[config.mk]
export PLATFORM = sky130hd
export DESIGN_NAME = ddr_init_seq
export DESIGN_NICKNAME = d
export VERILOG_FILES = /design/src/rtl/ddr_init_pkg.sv /design/src/rtl/ddr_init_dp.sv /design/src/rtl/ddr_init_ctrl.sv /design/src/rtl/ddr_init_seq.sv
export SDC_FILE = /design/constraint.sdc
export NUM_CORES = 1
export LEC_CHECK = 0
export ABC_AREA = 1
export CORE_MARGIN = 5
export CORE_UTILIZATION = 40
export DETAILED_ROUTE_END_ITERATION = 8
export SETUP_SLACK_MARGIN = 0.3
export SLEW_MARGIN = 20
export SYNTH_ARGS = -nofsm -noshare
export SYNTH_HDL_FRONTEND = slang
export SYNTH_HIERARCHICAL = 1
export SYNTH_SLANG_ARGS = --single-unit
[constraint.sdc]
create_clock -name clk -period 1.7 [get_ports clk]
set_input_delay 0.425 -clock clk [delete_from_list [all_inputs] [get_ports clk]]
set_output_delay 0.425 -clock clk [all_outputs]
set_load 0.05 [all_outputs]
[src/rtl/ddr_init_pkg.sv]
package ddr_init_pkg;

  typedef enum logic [1:0] {
    CMD_NOP  = 2'd0,
    CMD_PRE  = 2'd1,
    CMD_LOAD = 2'd2,
    CMD_REF  = 2'd3
  } cmd_e;

  typedef enum logic [2:0] {
    W_ZERO,
    W_PREALL,
    W_EXT,
    W_MODE_RST,
    W_MODE
  } word_e;

  typedef struct packed {
    logic  cntRun;   // 1: count, 0: hold counter at zero
    word_e wordSel;  // bank/address word to present
  } strobe_t;

endpackage

[src/rtl/ddr_init_dp.sv]
module ddr_init_dp
  import ddr_init_pkg::*;
#(
  parameter int       ADDR_W      = 12,
  parameter int       PWR_CYCLES  = 20000,
  parameter int       DLL_CYCLES  = 200,
  parameter int       TRFC_CYCLES = 8,
  parameter bit [2:0] BURST_CODE  = 3'b010,
  parameter bit       BURST_TYPE  = 1'b0,
  parameter bit [2:0] CAS_CODE    = 3'b010
) (
  input  logic              clk,
  input  logic              rst,
  input  strobe_t           strb,
  output logic              pwrDone,
  output logic              dllDone,
  output logic              rfcDone,
  output logic [1:0]        bank,
  output logic [ADDR_W-1:0] addr
);

  localparam int MAX_A   = (PWR_CYCLES > DLL_CYCLES) ? PWR_CYCLES : DLL_CYCLES;
  localparam int CNT_MAX = (MAX_A > TRFC_CYCLES) ? MAX_A : TRFC_CYCLES;
  localparam int CNT_W   = $clog2(CNT_MAX + 1);

  localparam logic [ADDR_W-1:0] PREALL_WORD = ADDR_W'(1) << 10;
  localparam logic [ADDR_W-1:0] DLLRST_BIT  = ADDR_W'(1) << 8;
  localparam logic [ADDR_W-1:0] MODE_WORD   =
    ADDR_W'({CAS_CODE, BURST_TYPE, BURST_CODE});

  logic [CNT_W-1:0] cnt;

  // Shared wait counter: cleared outside wait states, saturates at its top
  always_ff @(posedge clk) begin
    if (rst || !strb.cntRun)
      cnt <= '0;
    else if (cnt != CNT_W'(CNT_MAX))
      cnt <= cnt + 1'b1;
  end

  assign pwrDone = cnt >= CNT_W'(PWR_CYCLES - 1);
  assign dllDone = cnt >= CNT_W'(DLL_CYCLES - 1);
  assign rfcDone = cnt >= CNT_W'(TRFC_CYCLES - 1);

  always_comb begin
    bank = 2'b00;
    addr = '0;
    case (strb.wordSel)
      W_PREALL:   addr = PREALL_WORD;
      W_EXT:      bank = 2'b01;
      W_MODE_RST: addr = MODE_WORD | DLLRST_BIT;
      W_MODE:     addr = MODE_WORD;
      default:    addr = '0;
    endcase
  end

endmodule

[src/rtl/ddr_init_ctrl.sv]
module ddr_init_ctrl
  import ddr_init_pkg::*;
(
  input  logic       clk,
  input  logic       rst,
  input  logic [1:0] ctlState,
  input  logic       pwrDone,
  input  logic       dllDone,
  input  logic       rfcDone,
  output cmd_e       cmdOut,
  output strobe_t    strb,
  output logic       initDone
);

  typedef enum logic [4:0] {
    S_IDLE, S_PWR, S_NOP, S_PRE1, S_GPRE1, S_EMR, S_GEMR, S_MR1, S_DLL,
    S_PRE2, S_GPRE2, S_REF1, S_GREF1, S_REF2, S_GREF2, S_MR2, S_GMR2, S_DONE
  } state_e;

  state_e state, nxt;
  logic   ctlIdle;

  assign ctlIdle = (ctlState == CMD_NOP);

  always_ff @(posedge clk) begin
    if (rst) state <= S_IDLE;
    else     state <= nxt;
  end

  always_comb begin
    nxt          = state;
    cmdOut       = CMD_NOP;
    strb.cntRun  = 1'b0;
    strb.wordSel = W_ZERO;
    case (state)
      S_IDLE:  nxt = S_PWR;
      S_PWR: begin
        strb.cntRun = 1'b1;
        if (pwrDone) nxt = S_NOP;
      end
      S_NOP:   if (ctlIdle) nxt = S_PRE1;
      S_PRE1: begin
        cmdOut = CMD_PRE;  strb.wordSel = W_PREALL;
        if (ctlState == CMD_PRE) nxt = S_GPRE1;
      end
      S_GPRE1: if (ctlIdle) nxt = S_EMR;
      S_EMR: begin
        cmdOut = CMD_LOAD; strb.wordSel = W_EXT;
        if (ctlState == CMD_LOAD) nxt = S_GEMR;
      end
      S_GEMR:  if (ctlIdle) nxt = S_MR1;
      S_MR1: begin
        cmdOut = CMD_LOAD; strb.wordSel = W_MODE_RST;
        if (ctlState == CMD_LOAD) nxt = S_DLL;
      end
      S_DLL: begin
        strb.cntRun = 1'b1;
        if (dllDone && ctlIdle) nxt = S_PRE2;
      end
      S_PRE2: begin
        cmdOut = CMD_PRE;  strb.wordSel = W_PREALL;
        if (ctlState == CMD_PRE) nxt = S_GPRE2;
      end
      S_GPRE2: if (ctlIdle) nxt = S_REF1;
      S_REF1: begin
        cmdOut = CMD_REF;
        if (ctlState == CMD_REF) nxt = S_GREF1;
      end
      S_GREF1: begin
        strb.cntRun = 1'b1;
        if (rfcDone && ctlIdle) nxt = S_REF2;
      end
      S_REF2: begin
        cmdOut = CMD_REF;
        if (ctlState == CMD_REF) nxt = S_GREF2;
      end
      S_GREF2: begin
        strb.cntRun = 1'b1;
        if (rfcDone && ctlIdle) nxt = S_MR2;
      end
      S_MR2: begin
        cmdOut = CMD_LOAD; strb.wordSel = W_MODE;
        if (ctlState == CMD_LOAD) nxt = S_GMR2;
      end
      S_GMR2:  if (ctlIdle) nxt = S_DONE;
      S_DONE:  nxt = S_DONE;
      default: nxt = S_IDLE;
    endcase
  end

  assign initDone = (state == S_DONE);

  // an unacknowledged request is held
  assert_hold_req_R9: assert property (@(posedge clk) disable iff (rst)
    (cmdOut != CMD_NOP && ctlState != 2'(cmdOut)) |=> (cmdOut == $past(cmdOut)));

  // new request only after an idle controller cycle
  assert_gap_idle_R10: assert property (@(posedge clk) disable iff (rst)
    (cmdOut != CMD_NOP && $past(cmdOut) == CMD_NOP) |-> ($past(ctlState) == 2'd0));

  // done is sticky and quiet
  assert_done_sticky_R11: assert property (@(posedge clk) disable iff (rst)
    initDone |=> initDone);
  assert_done_quiet_R11: assert property (@(posedge clk) disable iff (rst)
    initDone |-> (cmdOut == CMD_NOP));

endmodule

[src/rtl/ddr_init_seq.sv]
module ddr_init_seq
  import ddr_init_pkg::*;
#(
  parameter int       ADDR_W      = 12,
  parameter int       PWR_CYCLES  = 20000,
  parameter int       DLL_CYCLES  = 200,
  parameter int       TRFC_CYCLES = 8,
  parameter bit [2:0] BURST_CODE  = 3'b010,
  parameter bit       BURST_TYPE  = 1'b0,
  parameter bit [2:0] CAS_CODE    = 3'b010
) (
  input  logic              clk,
  input  logic              rst,
  input  logic [1:0]        ctlState,
  output logic [1:0]        cmd,
  output logic [1:0]        bank,
  output logic [ADDR_W-1:0] addr,
  output logic              initDone
);

  strobe_t strb;
  cmd_e    cmdE;
  logic    pwrDone, dllDone, rfcDone;

  ddr_init_ctrl i_ctrl (
    .clk      (clk),
    .rst      (rst),
    .ctlState (ctlState),
    .pwrDone  (pwrDone),
    .dllDone  (dllDone),
    .rfcDone  (rfcDone),
    .cmdOut   (cmdE),
    .strb     (strb),
    .initDone (initDone)
  );

  ddr_init_dp #(
    .ADDR_W      (ADDR_W),
    .PWR_CYCLES  (PWR_CYCLES),
    .DLL_CYCLES  (DLL_CYCLES),
    .TRFC_CYCLES (TRFC_CYCLES),
    .BURST_CODE  (BURST_CODE),
    .BURST_TYPE  (BURST_TYPE),
    .CAS_CODE    (CAS_CODE)
  ) i_dp (
    .clk     (clk),
    .rst     (rst),
    .strb    (strb),
    .pwrDone (pwrDone),
    .dllDone (dllDone),
    .rfcDone (rfcDone),
    .bank    (bank),
    .addr    (addr)
  );

  assign cmd = cmdE;

  // NOP carries a zero word
  assert_nop_word_R11: assert property (@(posedge clk) disable iff (rst)
    (cmd == 2'd0) |-> (bank == 2'd0 && addr == '0));

  // word stable while the same request is held
  assert_word_stable_R9: assert property (@(posedge clk) disable iff (rst)
    (cmd != 2'd0 && $past(cmd) == cmd) |-> ($stable(addr) && $stable(bank)));

endmodule

## Yosys cells after proc, flatten, opt, wreduce, memory -nomap -nowiden

Index checks and enable logic that the tools add are counted.

- Bits in registers: 20
- Latch bits: 0
- RAM bits: 0
- Memory bits (read-only): 0
- Bits of input ports: 4
- Output and inout bits: 17
- Logic and storage cells: 80
- Memories kept: 0

- $add $sub $neg: 1
- $mul: 0
- Divide/modulo/power cells: 0
- $lt $le $gt $ge: 3
- Equal/unequal tests: 41
- Shifts and indexed selects: 0
- Muxes and demuxes: 22
- Bitwise operators: 0
- Reduce and logical (&&, ||, !) cells: 11

Operators with widths:

| kind | number |
|---|---|
| 5-bit case mux with 18 select lines | 1 |
| 5-bit two-way mux | 16 |
| 5-bit by 4-bit equality test with 1-bit output (second input constant) | 8 |
| 11-bit case mux with 3 select lines | 1 |
| 2-bit by 1-bit != test with 1-bit output (second input constant) | 16 |
| 5-bit by 3-bit equality test with 1-bit output (second input constant) | 4 |
| 16-bit AND reduction | 1 |
| 15-bit by 1-bit adder with 15-bit output (second input constant) | 1 |
| 15-bit greater-or-equal comparator (second input constant) | 1 |
| 15-bit by 3-bit greater-or-equal comparator with 1-bit output (second input constant) | 1 |
| 15-bit by 8-bit greater-or-equal comparator with 1-bit output (second input constant) | 1 |
| 15-bit != test (second input constant) | 1 |
| 3-bit case mux with 4 select lines | 1 |
| 5-bit by 2-bit equality test with 1-bit output (second input constant) | 2 |
| 5-bit equality test (second input constant) | 2 |
| 3-bit by 2-bit equality test with 1-bit output (second input constant) | 2 |
| 2-bit case mux with 3 select lines | 1 |
| 5-bit by 1-bit equality test with 1-bit output (second input constant) | 1 |
| 5-bit logical NOT | 1 |
| 2-bit equality test (second input constant) | 2 |
| 2-bit OR reduction | 2 |
| 4-bit OR reduction | 1 |
| 3-bit by 1-bit equality test with 1-bit output (second input constant) | 1 |
| 3-bit equality test (second input constant) | 1 |
| 7 further kinds | 9 |

## Longest topological paths before layout

- Depth in word-level cells: 5
- Mapped depth: 14
- Gate-level depth less buffers: 14

## By module

The synthesis kept the hierarchy.

Modules (own cells, without submodules):

| module | instances | cells each | area an instance (um2) | seq. area each (um2) |
|---|---|---|---|---|
| ddr_init_dp | 1 | 187 | 1138.6 | 300.3 |
| ddr_init_ctrl | 1 | 137 | 724.4 | 100.1 |

## Worst setup path before layout

Ideal clock, no wire load.

- Kind: reg2out
- From: register i_ctrl.state[4]
- To: output addr[5]
- Arrival: 2.696 ns
- Required time: 1.275 ns
- Slack: -1.421 ns
- Stages on the path, launching flop included: 7
- Buffers on the path: 2
- Cell sequence: dfxtp_1 > buf_4 > nor3_1 > inv_1 > or2_2 > o21ai_0 > buf_4

RTL lines:

| element | RTL line | RTL |
|---|---|---|
| start: declaration | ddr_init_ctrl.sv:20 | `state_e state, nxt;` |
| start signal: assignment | ddr_init_ctrl.sv:27 | `else state <= nxt;` |
| end: declaration | ddr_init_seq.sv:17 | `output logic [ADDR_W-1:0] addr,` |

==> out/metrics.csv <==
metric,value,unit
status,"finished, violations left",
failing checks,setup timing,
CP required,1.27,ns
die area,6120,um2
fin worst setup slack,-0.351,ns
total clock sinks,20,
Pre-Repair DR Iteration Count,4,
most numerous cell in the Yosys netlist,nand2_1,
Hold Crit Start,i_dp/cnt[14],
drc violations,0,
Pleak,1.37,nW
CTS Buf Count,3,
synthesis warning total,6,
clk slew on worst S/H paths,0.08,ns
fin crit share,121,%
CP startpoint,i_ctrl/state[4],
setup total negative slack,-2.40,ns
ANT nets after route,0,
Synth cell types,29,
CP startpoint kind,flop,
top_reg_cell synth,dfxtp_1,
area share of the leading cell type in the synthesized netlist,21.5,%
busiest grt layer,met2,
Max VDD drop,515,uV
grt met2 use,34.9,%
hpwl dp,4150,um
Seq pwr share,20.5,%
crit path time final,2.05,ns
fin nets,412,
unrepaired setup endpoints after global routing,yes,
vias in the first global route,2097,
met1 GRT Util,20.5,%
gate count of the mapped netlist,324,
total gr overflow,0,
Root Buffer,clkbuf_8,
P_sw,1.36,mW
Placer Congestion,0.950,
hold slack final,0.496,ns
die width,78.2,um
"Clk Latency, worst-skew pair",0.26,ns
Final Hold Vio Count,0,
P per Cell Area,1020,nW/um2
"EDFF count, synth",0,
DR iter-0 viols,74,
Comb pwr share,65.9,%
"critical path fanouts, max",4,
"top cells by area, synth","dfxtp_1, nand2_1, nor2_1",
mapped cell area,1860,um2
sequential share of the synthesized area,21.5,%
register bit total from synthesis,20,
FF-to-FF path depth,11,
Routed wire per std cell,12.3,um
initial antenna violation count,0,
H-tree Lvls,1,
largest net degree at the start of global routing,13,
Worst EP arrival,1.63,ns
syn_area_per_cell,5.75,um2
DR vias/cell,4.91,
I/O Buffers,11,
I/O pins,21,
share of layout cells above drive strength 1,44.0,%
Via Count,2245,
worst hold path type,flop to flop,
Int Pwr,1.70,mW
met3 Resource Use GR,1.72,%
global-route wire length before repair,9190,um
Final setup viols,23,
Max Freq,488,MHz
ys async rst share,0,%
max-cap viol count,0,
synth cell count leaders,"nand2_1, nor2_1, nand3_1",
WS Path Type,flop to output port,
Longest Clk Path Bufs,2,
Layout Skew,0.000769,ns
crit end category,output port,
"area leader, netlist",dfxtp_1,
GR Util All Layers,18.3,%
# diodes,0,
CTS tree,built,
WHS Path Cells,2,
switching share of total power,44.5,%
core box area,4440,um2
Starting Density,41.9,%
Layout Area Growth over Synthesis,60.8,%
Clock power frac,13.6,%
final wirelength,5610,um
Die Ht,78.2,um
RR Startpoint,i_ctrl/state[1],
num rows,24,
max-slew violation count,0,
==> cell type report <==
type | count | area (um2)
sequential | 20 | 433
timing repair buffer | 83 | 781
clock buffer | 4 | 66.3
multi-input combinational | 257 | 1490
fill | 371 | 1450
tap | 52 | 65.1
inverter | 41 | 161
==> sequential cells by signal, indices dropped and copies added (netlist names) <==
name          cells
i_ctrl/state      5
i_dp/cnt         15
==> cell usage in the layout, fill, tap and decap left out <==
cell type	netlist	final
buf_4	12	61
nor2_4	4	11
nand2_1	76	66
nand3_4	1	4
buf_6	0	10
nor3_2	1	2
nor2_8	1	1
o21ai_2	1	4
a31oi_1	1	1
nor3_4	0	2
conb_1	1	9
inv_1	33	27
inv_2	8	11
xor2_1	1	1
or2_4	0	1
nor2_2	10	17
o311ai_2	0	1
clkbuf_16	0	1
nand3_2	3	6
o21ai_4	0	2
nand3_1	41	35
o21ai_1	6	4
o21ai_0	4	1
dfxtp_4	0	7
dfxtp_1	20	8
nand4_1	12	12
ha_4	0	1
a21oi_1	9	7
clkdlybuf4s50_1	0	3
nor2_1	63	49
buf_12	0	9
nand2_4	1	3
dfxtp_2	0	5
inv_4	0	3
clkbuf_8	0	3
a21oi_2	0	2
nor3_1	6	3
nand2_2	3	11
ha_1	2	1
==> metal layers <==
layer,wire length (um),share of wire (%),up-vias
met5,0,0,-
met4,159,2.8,0
met3,198,3.5,16
met2,3010,54,49
met1,2240,40,1000
li1,-,-,1180
==> per-stage QoR <==
step	instance area [um2]	power, mW	utilization, %	std cells	setup WS [ns]
6_report	3000	3.06	67.4	457	-0.351
5_1_grt	3000	3.28	67.4	457	-0.438
4_1_cts	2890	2.93	64.9	452	-0.371
3_5_place_dp	2590	2.28	58.4	438	-0.242
3_3_place_gp	2590	2.27	58.4	438	-0.187
2_1_floorplan	2010	1.66	-	332	-0.355
==> worst paths after layout <==
path,end,slack [ns]
hold reg to reg,i_dp/cnt[14],0.50
hold / removal,i_dp/cnt[14],0.50
setup / recovery,addr[1],-0.35
setup reg to reg,i_dp/cnt[14],-0.05
==> worst max-delay path: stages, from the launching register on <==
cell and delay [ns]:
dfxtp_4 0.36, buf_12 0.13, nor3_4 0.18, inv_1 0.07, or2_4 0.26, o21ai_4 0.20, buf_12 0.17
==> power by group through the flow <==
| stage | logic (mW) | registers [mW] | clock network (mW) |
|---|---|---|---|
| floorplan | 1.06 | 0.606 | 0 |
| global placement | 1.66 | 0.609 | 0 |
| detailed placement | 1.67 | 0.612 | 0 |
| CTS | 1.87 | 0.623 | 0.435 |
| global route | 2.18 | 0.638 | 0.457 |
| finish | 2.01 | 0.628 | 0.416 |
==> logic make-up (layout without fill, tap and decap cells) <==
family,Yosys count,count (layout),share of synthesized area (%)
other cells,1,9,0.201
fa+ha+maj,2,2,1.34
compound gates,22,22,6.38
flops,20,20,21.5
buf+inv,55,128,13.6
simple gates,223,223,56.5
xor+xnor,1,1,0.470
==> timing repair <==
| item | CTS | global route |
|---|---|---|
| hold buffers | 0 | 0 |
| endpoints found under the setup margin | 28 | 28 |
| cloned | 0 | 0 |
| resized for setup | 45 | 25 |
| buffers inserted | 10 | 5 |
| pin swaps | 22 | 19 |
| endpoints found under the hold margin | 0 | 0 |
Note: power is estimated with default switching activity, not from simulation.
